## config.mk

```make
export PLATFORM = sky130hd
export DESIGN_NAME = gpio_regbank
export DESIGN_NICKNAME = d
export VERILOG_FILES = /design/src/rtl/pio_pkg.sv /design/src/rtl/pio_addr_dec.sv /design/src/rtl/pio_cfg_regs.sv /design/src/rtl/pio_event_regs.sv /design/src/rtl/pio_sync.sv /design/src/rtl/pio_pad_drive.sv /design/src/rtl/gpio_regbank.sv
export SDC_FILE = /design/constraint.sdc
export NUM_CORES = 1
export LEC_CHECK = 0
export BUFFER_PORTS_ARGS = -buffer_cell sky130_fd_sc_hd__buf_2
export CAP_MARGIN = 15
export CORE_MARGIN = 3
export CORE_UTILIZATION = 30
export DETAILED_ROUTE_END_ITERATION = 8
export GPL_TIMING_DRIVEN = 0
export SLEW_MARGIN = 20
export SYNTH_ARGS = -nofsm -noshare
export SYNTH_HDL_FRONTEND = slang
export SYNTH_SLANG_ARGS = --single-unit
```

## constraint.sdc

```tcl
create_clock -name clk -period 2.2 [get_ports clk]
set_clock_uncertainty 0.2 [all_clocks]
set_input_delay 0.22 -clock clk [delete_from_list [all_inputs] [get_ports clk]]
set_output_delay 0.22 -clock clk [all_outputs]
set_load 0.005 [all_outputs]
```

## src/rtl/pio_pkg.sv

```systemverilog
package pio_pkg;

  localparam int unsigned PIO_LINES = 32;

  localparam int unsigned OFF_DIR  = 'h00;
  localparam int unsigned OFF_OD   = 'h04;
  localparam int unsigned OFF_DAT  = 'h08;
  localparam int unsigned OFF_EVT  = 'h0C;
  localparam int unsigned OFF_MSK  = 'h10;
  localparam int unsigned OFF_EDGA = 'h14;
  localparam int unsigned OFF_EDGB = 'h18;

  typedef enum logic [1:0] {
    INONLY_NONE = 2'd0,
    INONLY_TOP  = 2'd1,
    INONLY_LOW  = 2'd2
  } inonly_e;

  typedef enum logic [2:0] {
    SEL_DIR, SEL_OD, SEL_DAT, SEL_EVT, SEL_MSK, SEL_EDGA, SEL_EDGB, SEL_NONE
  } reg_sel_e;

  // Swap line order and register bit order (line n <-> bit 31-n).
  function automatic logic [PIO_LINES-1:0] flip_lines(input logic [PIO_LINES-1:0] x);
    logic [PIO_LINES-1:0] r;
    for (int i = 0; i < PIO_LINES; i++) r[i] = x[PIO_LINES-1-i];
    return r;
  endfunction

  // Input-only lines, indexed by line number.
  function automatic logic [PIO_LINES-1:0] ro_line_mask(input inonly_e kind,
                                                        input int unsigned cnt);
    logic [PIO_LINES-1:0] m;
    m = '0;
    for (int n = 0; n < PIO_LINES; n++) begin
      if (kind == INONLY_TOP && n >= int'(PIO_LINES - cnt)) m[n] = 1'b1;
      if (kind == INONLY_LOW && n < int'(cnt))              m[n] = 1'b1;
    end
    return m;
  endfunction

endpackage

```

## src/rtl/pio_addr_dec.sv

```systemverilog
module pio_addr_dec
  import pio_pkg::*;
#(
  parameter int unsigned ADDR_W = 5
) (
  input  logic [ADDR_W-1:0] addr,
  output reg_sel_e          sel
);

  always_comb begin
    if      (addr == ADDR_W'(OFF_DIR))  sel = SEL_DIR;
    else if (addr == ADDR_W'(OFF_OD))   sel = SEL_OD;
    else if (addr == ADDR_W'(OFF_DAT))  sel = SEL_DAT;
    else if (addr == ADDR_W'(OFF_EVT))  sel = SEL_EVT;
    else if (addr == ADDR_W'(OFF_MSK))  sel = SEL_MSK;
    else if (addr == ADDR_W'(OFF_EDGA)) sel = SEL_EDGA;
    else if (addr == ADDR_W'(OFF_EDGB)) sel = SEL_EDGB;
    else                                sel = SEL_NONE;
  end

endmodule

```

## src/rtl/pio_cfg_regs.sv

```systemverilog
module pio_cfg_regs
  import pio_pkg::*;
#(
  parameter int unsigned W = 32,
  parameter logic [W-1:0] DIR_FIXED0 = '0
) (
  input  logic         clk,
  input  logic         rst_n,
  input  logic         wr_en,
  input  reg_sel_e     sel,
  input  logic [W-1:0] wdata,
  output logic [W-1:0] dir_q,
  output logic [W-1:0] od_q,
  output logic [W-1:0] dat_q,
  output logic [W-1:0] msk_q,
  output logic [W-1:0] edga_q,
  output logic [W-1:0] edgb_q
);

  logic [W-1:0] dir_raw;

  always_ff @(posedge clk or negedge rst_n) begin
    if (!rst_n) begin
      dir_raw <= '0;
      od_q    <= '0;
      dat_q   <= '0;
      msk_q   <= '0;
      edga_q  <= '0;
      edgb_q  <= '0;
    end else if (wr_en) begin
      case (sel)
        SEL_DIR:  dir_raw <= wdata;
        SEL_OD:   od_q    <= wdata;
        SEL_DAT:  dat_q   <= wdata;
        SEL_MSK:  msk_q   <= wdata;
        SEL_EDGA: edga_q  <= wdata;
        SEL_EDGB: edgb_q  <= wdata;
        default:  ;
      endcase
    end
  end

  // Fixed-input bits are tied off per bit; the flop stays for uniformity.
  for (genvar b = 0; b < W; b++) begin : g_dir
    if (DIR_FIXED0[b]) begin : g_ro
      assign dir_q[b] = 1'b0;
    end else begin : g_rw
      assign dir_q[b] = dir_raw[b];
    end
  end

endmodule

```

## src/rtl/pio_event_regs.sv

```systemverilog
module pio_event_regs #(
  parameter int unsigned W = 32
) (
  input  logic         clk,
  input  logic         rst_n,
  input  logic [W-1:0] set_i,
  input  logic [W-1:0] clr_i,
  output logic [W-1:0] pend_q
);

  always_ff @(posedge clk or negedge rst_n) begin
    if (!rst_n) pend_q <= '0;
    else        pend_q <= (pend_q & ~clr_i) | set_i;
  end

endmodule

```

## src/rtl/pio_sync.sv

```systemverilog
module pio_sync #(
  parameter int unsigned W      = 32,
  parameter int unsigned STAGES = 2
) (
  input  logic         clk,
  input  logic         rst_n,
  input  logic [W-1:0] d,
  output logic [W-1:0] q
);

  logic [W-1:0] chain [STAGES];

  for (genvar s = 0; s < STAGES; s++) begin : g_stage
    always_ff @(posedge clk or negedge rst_n) begin
      if (!rst_n) chain[s] <= '0;
      else if (s == 0) chain[s] <= d;
      else chain[s] <= chain[(s == 0) ? 0 : s-1];
    end
  end

  assign q = chain[STAGES-1];

endmodule

```

## src/rtl/pio_pad_drive.sv

```systemverilog
module pio_pad_drive #(
  parameter int unsigned W = 32
) (
  input  logic [W-1:0] dir_r,
  input  logic [W-1:0] od_r,
  input  logic [W-1:0] dat_r,
  output logic [W-1:0] oe_l,
  output logic [W-1:0] out_l
);

  for (genvar n = 0; n < W; n++) begin : g_line
    localparam int unsigned B = W - 1 - n;
    assign oe_l[n]  = dir_r[B] & (~od_r[B] | ~dat_r[B]);
    assign out_l[n] = dat_r[B] & ~od_r[B];
  end

endmodule

```

## src/rtl/gpio_regbank.sv

```systemverilog
module gpio_regbank
  import pio_pkg::*;
#(
  parameter int unsigned ADDR_W      = 5,
  parameter inonly_e     INONLY_KIND = INONLY_TOP,
  parameter int unsigned INONLY_CNT  = 4,
  parameter int unsigned SYNC_STAGES = 2
) (
  input  logic              clk,
  input  logic              rst_n,
  input  logic [ADDR_W-1:0] bus_addr,
  input  logic              bus_we,
  input  logic [31:0]       bus_wdata,
  output logic [31:0]       bus_rdata,
  input  logic [31:0]       pad_in,
  output logic [31:0]       pad_oe,
  output logic [31:0]       pad_out,
  output logic [31:0]       in_sync,
  input  logic [31:0]       evt_set,
  output logic [31:0]       evt_pend,
  output logic [31:0]       irq_mask,
  output logic [31:0]       edge_cfg_a,
  output logic [31:0]       edge_cfg_b
);

  localparam logic [31:0] RO_REG_BITS = flip_lines(ro_line_mask(INONLY_KIND, INONLY_CNT));

  reg_sel_e    sel;
  logic [31:0] dir_q, od_q, dat_q;
  logic [31:0] evt_clr;

  pio_addr_dec #(.ADDR_W(ADDR_W)) u_dec (
    .addr (bus_addr),
    .sel  (sel)
  );

  pio_cfg_regs #(.W(32), .DIR_FIXED0(RO_REG_BITS)) u_cfg (
    .clk    (clk),
    .rst_n  (rst_n),
    .wr_en  (bus_we),
    .sel    (sel),
    .wdata  (bus_wdata),
    .dir_q  (dir_q),
    .od_q   (od_q),
    .dat_q  (dat_q),
    .msk_q  (irq_mask),
    .edga_q (edge_cfg_a),
    .edgb_q (edge_cfg_b)
  );

  assign evt_clr = (bus_we && sel == SEL_EVT) ? bus_wdata : '0;

  pio_event_regs #(.W(32)) u_evt (
    .clk    (clk),
    .rst_n  (rst_n),
    .set_i  (evt_set),
    .clr_i  (evt_clr),
    .pend_q (evt_pend)
  );

  pio_sync #(.W(32), .STAGES(SYNC_STAGES)) u_sync (
    .clk   (clk),
    .rst_n (rst_n),
    .d     (flip_lines(pad_in)),
    .q     (in_sync)
  );

  pio_pad_drive #(.W(32)) u_pad (
    .dir_r (dir_q),
    .od_r  (od_q),
    .dat_r (dat_q),
    .oe_l  (pad_oe),
    .out_l (pad_out)
  );

  always_comb begin
    case (sel)
      SEL_DIR:  bus_rdata = dir_q;
      SEL_OD:   bus_rdata = od_q;
      SEL_DAT:  bus_rdata = (in_sync & ~dir_q) | (dat_q & dir_q);
      SEL_EVT:  bus_rdata = evt_pend;
      SEL_MSK:  bus_rdata = irq_mask;
      SEL_EDGA: bus_rdata = edge_cfg_a;
      SEL_EDGB: bus_rdata = edge_cfg_b;
      default:  bus_rdata = '0;
    endcase
  end

endmodule

```

---- Yosys cells after proc, flatten, opt, wreduce, memory -nomap -nowiden ----
Index checks and enable logic that the tools add are counted.
storage, ports and cells
  register bits after elaboration ......... 288
  input port bits ......................... 104
  output and inout port bits .............. 256
  logic and storage cells ................. 194
operators by class
  equal/unequal tests ..................... 12
  multiplexer cells ....................... 9
  bitwise logic cells ..................... 155
  reduce and logical (&&, ||, !) cells .... 9
operators by type and width
  operator                                       number
  case mux 32 bit (7 select lines)               1
  bitwise AND 32 bit                             3
  inverter 32 bit                                2
  OR 32 bit                                      2
  bitwise AND 1 bit                              60
  inverter 1 bit                                 60
  two-way mux 32 bit                             1
  OR 1 bit                                       28
  two-way mux 3 bit                              6
  == test 5 bit, second input constant           3
  AND reduction 2 bit                            6
  == test 5 x 4 -> 1 bit, second input constant  2
  == test 3 bit, second input constant           3
  == test 3 x 2 -> 1 bit, second input constant  2
  == test 5 x 3 -> 1 bit, second input constant  1
  logical NOT 5 bit                              1
  == test 3 x 1 -> 1 bit, second input constant  1
  logical NOT 3 bit                              1
  logical AND 1 bit                              1
  two-way mux 1 bit                              1

---- Depth between registers and ports, before layout ----
  depth in word-level cells ............... 14
  mapped depth ............................ 6
  depth with buffers taken out ............ 3

---- Cells and area by module ----
From an unflattened synthesis, not the netlist that was laid out.
second synthesis, totals
  cell total of the unflattened synthesis .. 989
  area, all modules ....................... 13138.9 µm²
modules (own cells, without submodules)
  module          instances  cells each  area each (µm²)  seq. area each (µm²)
  pio_cfg_regs    1          408         7094.3           4704.5
  gpio_regbank    1          322         2582.5           0.0
  pio_sync        1          96          1841.8           1601.5
  pio_event_regs  1          96          1161.1           800.8
  pio_pad_drive   1          64          440.4            0.0
  pio_addr_dec    1          3           18.8             0.0

---- Worst setup path after synthesis ----
OpenSTA, ideal clock, no wires.
  kind .................................... input to register
  from .................................... in bus_addr[4]
  to ...................................... reg u_cfg.dir_raw[11]
  setup time .............................. 0.127 ns
  arrival time ............................ 1.831 ns
  data required time ...................... 1.873 ns
  slack ................................... 0.042 ns
  cell stages on the path ................. 6
  buffers on the path ..................... 3
  cells stage by stage .................... or3_1 -> clkbuf_1 -> or4b_1 -> buf_4 -> buf_6 -> mux2_1
between the ends
  longest elaborated chain between the ends .. 10
  elaborated cells on any way between the ends .. 16
  classes of those cells .................. 6 x eq/ne; 7 x mux; 3 x reduce/logical
ends and longest elaborated chain
  item                                    line                text
  start: declaration                      gpio_regbank.sv:11  input logic [ADDR_W-1:0] bus_addr,
  == test 5 bit                           pio_addr_dec.sv:17  else if (addr == ADDR_W'(OFF_EDGB)) sel = SEL_EDGB;
  two-way mux 1 bit                       pio_addr_dec.sv:17
  two-way mux 3 bit                       pio_addr_dec.sv:16  else if (addr == ADDR_W'(OFF_EDGA)) sel = SEL_EDGA;
  two-way mux 3 bit                       pio_addr_dec.sv:15  else if (addr == ADDR_W'(OFF_MSK)) sel = SEL_MSK;
  two-way mux 3 bit                       pio_addr_dec.sv:14  else if (addr == ADDR_W'(OFF_EVT)) sel = SEL_EVT;
  two-way mux 3 bit                       pio_addr_dec.sv:13  else if (addr == ADDR_W'(OFF_DAT)) sel = SEL_DAT;
  two-way mux 3 bit                       pio_addr_dec.sv:12  else if (addr == ADDR_W'(OFF_OD)) sel = SEL_OD;
  two-way mux 3 bit *                     pio_addr_dec.sv:11  if (addr == ADDR_W'(OFF_DIR)) sel = SEL_DIR;
  logical NOT 3 bit *                     pio_cfg_regs.sv:31  case (sel)
  AND reduction 2 bit (no source line) *  n/a
  end signal: assignment                  pio_cfg_regs.sv:32  SEL_DIR: dir_raw <= wdata;
  end: declaration                        pio_cfg_regs.sv:20  logic [W-1:0] dir_raw;
Mark *: on every way between the ends. The rest lies on a longest branch, timed or not.
A chain may end at the register's enable or synchronous reset.

---- Worst setup path after layout ----
  from .................................... reg u_sync.chain (netlist bit u_sync.q[9])
  to ...................................... out bus_rdata[9]
between the ends
  longest elaborated chain between the ends .. 3
ends and longest elaborated chain
  item                              line                text
  start: declaration                pio_sync.sv:11      logic [W-1:0] chain [STAGES];
  start signal: indexed assignment  pio_sync.sv:17      else chain[s] <= chain[(s == 0) ? 0 : s-1];
  bitwise AND 32 bit                gpio_regbank.sv:80  SEL_DAT: bus_rdata = (in_sync & ~dir_q) | (dat_q & dir_q);
  OR 32 bit                         gpio_regbank.sv:80
  case mux 32 bit (7 select lines)  gpio_regbank.sv:77  case (sel)
  end: declaration                  gpio_regbank.sv:14  output logic [31:0] bus_rdata,
Every way passes these cells.

==> reports/results.txt <==
Placed cell area: 15100 µm²
DR pass1 iterations: 4
GR Overflow Total: 0
GP Congestion: 0.818
First-pass GRT wire length: 70200 µm
Sequential power share: 42.5%
Yosys warns: 0
CP Launch Type: flip-flop
Post-Syn Instances: 919
Outcome: finished with violations
CP Max Fanout: 2
Peak VDD IR: 506 µV
Pins over their slew limit: 0
Ys flop type: dfrtp_1
Peak Freq: 443 MHz
Final min period: 2.26 ns
Depth of the worst register-to-register path: 2
Int Power: 11.3 mW
Fraction of registers with async set/reset: 100%
Proportion of power drawn by the clock network: 38.6%
CP arrival: 1.84 ns
Max Root-Sink Buffers: 3
Per-cell routed wire length: 24.2 µm
Hold slack: 0.116 ns
Routed Antenna Nets: 0
Slack of the worst reg-to-reg path: 0.77 ns
Clk slew on worst S/H paths: 0.06 ns
Count of input and output buffers: 355
Row cnt: 74
Synth top area share: 56.6%
Unique masters post-synth: 37
Die footprint: 44400 µm²
Global Route Usage Sum: 21.3%
Vias in the first global route: 10620
Root Driver: clkbuf_16
CTS tree: yes
Final WL: 48200 µm
Post-synthesis cell type with the largest combined area: dfrtp_1
Synth Area per Inst: 13.7 µm²
Fill count: 3887
Placed insts: 1812
RSZ-0062 raised after global routing: true
# nets final: 1539
Final hold vios: 0
Worst-Margin Slew: 0.976 ns
H-tree depth: 2
Area of the multi-input gates: 5220 µm²
Crit Reg-Reg Startpoint: u_evt.pend_q[31]$_DFF_PN0_
Final WS setup: -0.0584 ns
DP Wirelength: 32700 µm
Num CTS Buffers: 35
Pwr per Cell Area: 866 nW/µm²
Initial antenna violation count: 2
CP endpoint kind: output port
Sink Count: 284
CP required: 1.78 ns
Max_slew headroom: 34.9%
Flop and latch count out of synthesis: 284
Failing checks: negative setup slack
Via count: 10060
Via density: 5.06
Final Setup Violations: 4
Chip height: 211 µm
Switch share: 27.4%
Logic gate share of total power: 18.8%
Post-synth EDFFs: 0
Initial Utilization: 30.6%
Lkg Pwr: 8.46 nW
Crit Path Class: reg -> out
Core Area: 41100 µm²
Post-route cell area: 17900 µm²
Worst min path class: in -> async
Die width: 211 µm
FF/Latch Area: 7110 µm²
Drt drc: 0
Iter 0 DRT Violations: 495
Synth area leaders: dfrtp_1 (57%), mux2_2 (19%), mux2i_1 (2.5%)
Final Cycle Share: 103%
Mapped Area: 12600 µm²
Area Growth Syn to Fin: 42.8%
Largest net degree at the start of global routing: 95
Sw power: 4.26 mW
Sequential fraction of the synthesis area: 56.6%
Max-cap check violation count: 0
Proportion of layout cells with a drive suffix above 1: 52.0%
Non-filler cells, final: 1990
Clk_lat worst skew: 0.53 ns
Reg-to-reg critical path endpoint: u_evt.pend_q[31]$_DFF_PN0_
I/O pins: 360
-- power by group through the flow --
stage               registers [mW]  logic [mW]  clock network, mW
floorplan                     6.54        1.27                  0
global placement              6.63        2.59                  0
detailed placement            6.67        2.64                  0
CTS                           6.58        2.88               6.18
global route                  6.71        3.17               6.39
finish                        6.60        2.92               6.00
-- critical path, stage by stage, from the launching register on --
cell and delay (ns):
dfrtp_1 0.40, a211oi_2 0.28, a2111oi_4 0.09, a2111o_1 0.40, buf_2 0.15
-- cells in the final DEF (no fill, tap or decap), types with 5 or more instances in the layout --
cell type and n:
buf_2 368, clkbuf_4 8, nand4_1 33, mux2i_1 30
and3_1 10, clkbuf_8 15, mux2_1 27, a21o_1 32
inv_1 7, a32oi_1 13, o221ai_2 5, nor2_1 7
a2111oi_4 7, nor2b_1 33, clkbuf_1 20, a211oi_2 6
and3b_1 6, a21boi_0 28, dfrtp_1 282, buf_6 6
clkbuf_16 37, a32oi_2 8, nand3_1 7, o221ai_1 19
a2111o_1 7, dlygate4sd3_1 100, mux2_2 206, a22oi_1 23
buf_4 56
-- logic make-up (layout without fill, tap and decap cells) --
family / after synthesis / after routing / share of synthesized area [%]
DFF: 284 / 284 / 56.6
muxes: 265 / 265 / 23.5
AOI/OAI and AO/OA: 152 / 152 / 9.82
and+or+nand+nor: 112 / 112 / 5.66
buffers and inverters: 105 / 640 / 4.45
other: 1 / 5 / 0.0299
-- sequential cells by signal (all words and copies together), names as in the netlist --
| name | count |
|---|---|
| u_cfg.dir_raw | 28 |
| u_cfg.dat_q | 32 |
| u_sync.chain | 32 |
| u_cfg.msk_q | 32 |
| u_evt.pend_q | 32 |
| u_cfg.edgb_q | 32 |
| u_cfg.edga_q | 32 |
| u_cfg.od_q | 32 |
| u_sync.q | 32 |
-- routing by layer --
layer	GRT usage, %	vias to the layer above	wire (µm)
met5	0	-	13
met4	6.72	2	1460
li1	-	4446	-
met3	5.30	76	3160
met2	35.9	360	23200
met1	27.1	5176	20300
-- cells in the mapped netlist, types with 2 or more instances --
master / number
buf_2: 9
dfrtp_1: 284
a211oi_1: 7
a2111oi_0: 7
buf_1: 11
or4b_1: 2
nand4_1: 33
a2111o_1: 8
mux2_2: 207
o221ai_1: 24
nor2b_1: 34
clkbuf_1: 39
a21o_1: 32
mux2i_1: 31
a32oi_1: 21
nor4b_1: 2
a22oi_1: 24
inv_1: 7
a21boi_0: 28
nor2_1: 8
buf_4: 37
and3_1: 10
nand3_1: 7
buf_6: 2
and3b_1: 7
mux2_1: 27
-- worst max path at each step --
stage / endpoint / slack, ns / cells past startpoint / start
2_1_floorplan: u_cfg.dir_raw[11]$_DFFE_PN0P_ / 0.04 / 6 / bus_addr[4]
3_3_place_gp: u_sync.chain[32]$_DFF_PN0_ / -4.84 / 1 / rst_n
3_5_place_dp: bus_rdata[7] / -1.14 / 7 / bus_addr[4]
4_1_cts: bus_rdata[11] / -0.14 / 4 / u_sync.q[11]$_DFF_PN0_
5_1_grt: bus_rdata[4] / -0.14 / 4 / u_cfg.dir_raw[4]$_DFFE_PN0P_
6_report: bus_rdata[9] / -0.06 / 4 / u_sync.q[9]$_DFF_PN0_
-- what timing repair did --
action	4_1_cts	5_1_grt
pin swaps	8	12
endpoints found under the setup margin	163	27
gates resized for setup	106	42
setup buffers	7	10
hold buffers	100	0
hold endpoints to repair	536	0
-- stage by stage --
stage	total power, mW	setup slack, ns	utilization, %	setup TNS, ns
5_1_grt	16.3	-0.140	43.6	-0.538
3_3_place_gp	9.21	-4.84	36.5	-1583.01
6_report	15.5	-0.0584	43.6	-0.0937
4_1_cts	15.6	-0.142	43.0	-0.630
3_5_place_dp	9.31	-1.14	36.8	-176.28
2_1_floorplan	7.81	0.0416	-	0
-- cell type report --
class / instances / share of cell area (%)
repair buffers: 476 / 16.9
multi-input cells: 533 / 29.1
flip-flops and latches: 284 / 39.6
clock buffers: 51 / 5.96
well taps: 532 / 3.71
diodes: 1 / 0.0140
inverters: 7 / 0.146
clock inverters: 8 / 0.663
plain buffers: 98 / 3.86
No activity file was read; power rests on OpenSTA's default activity.
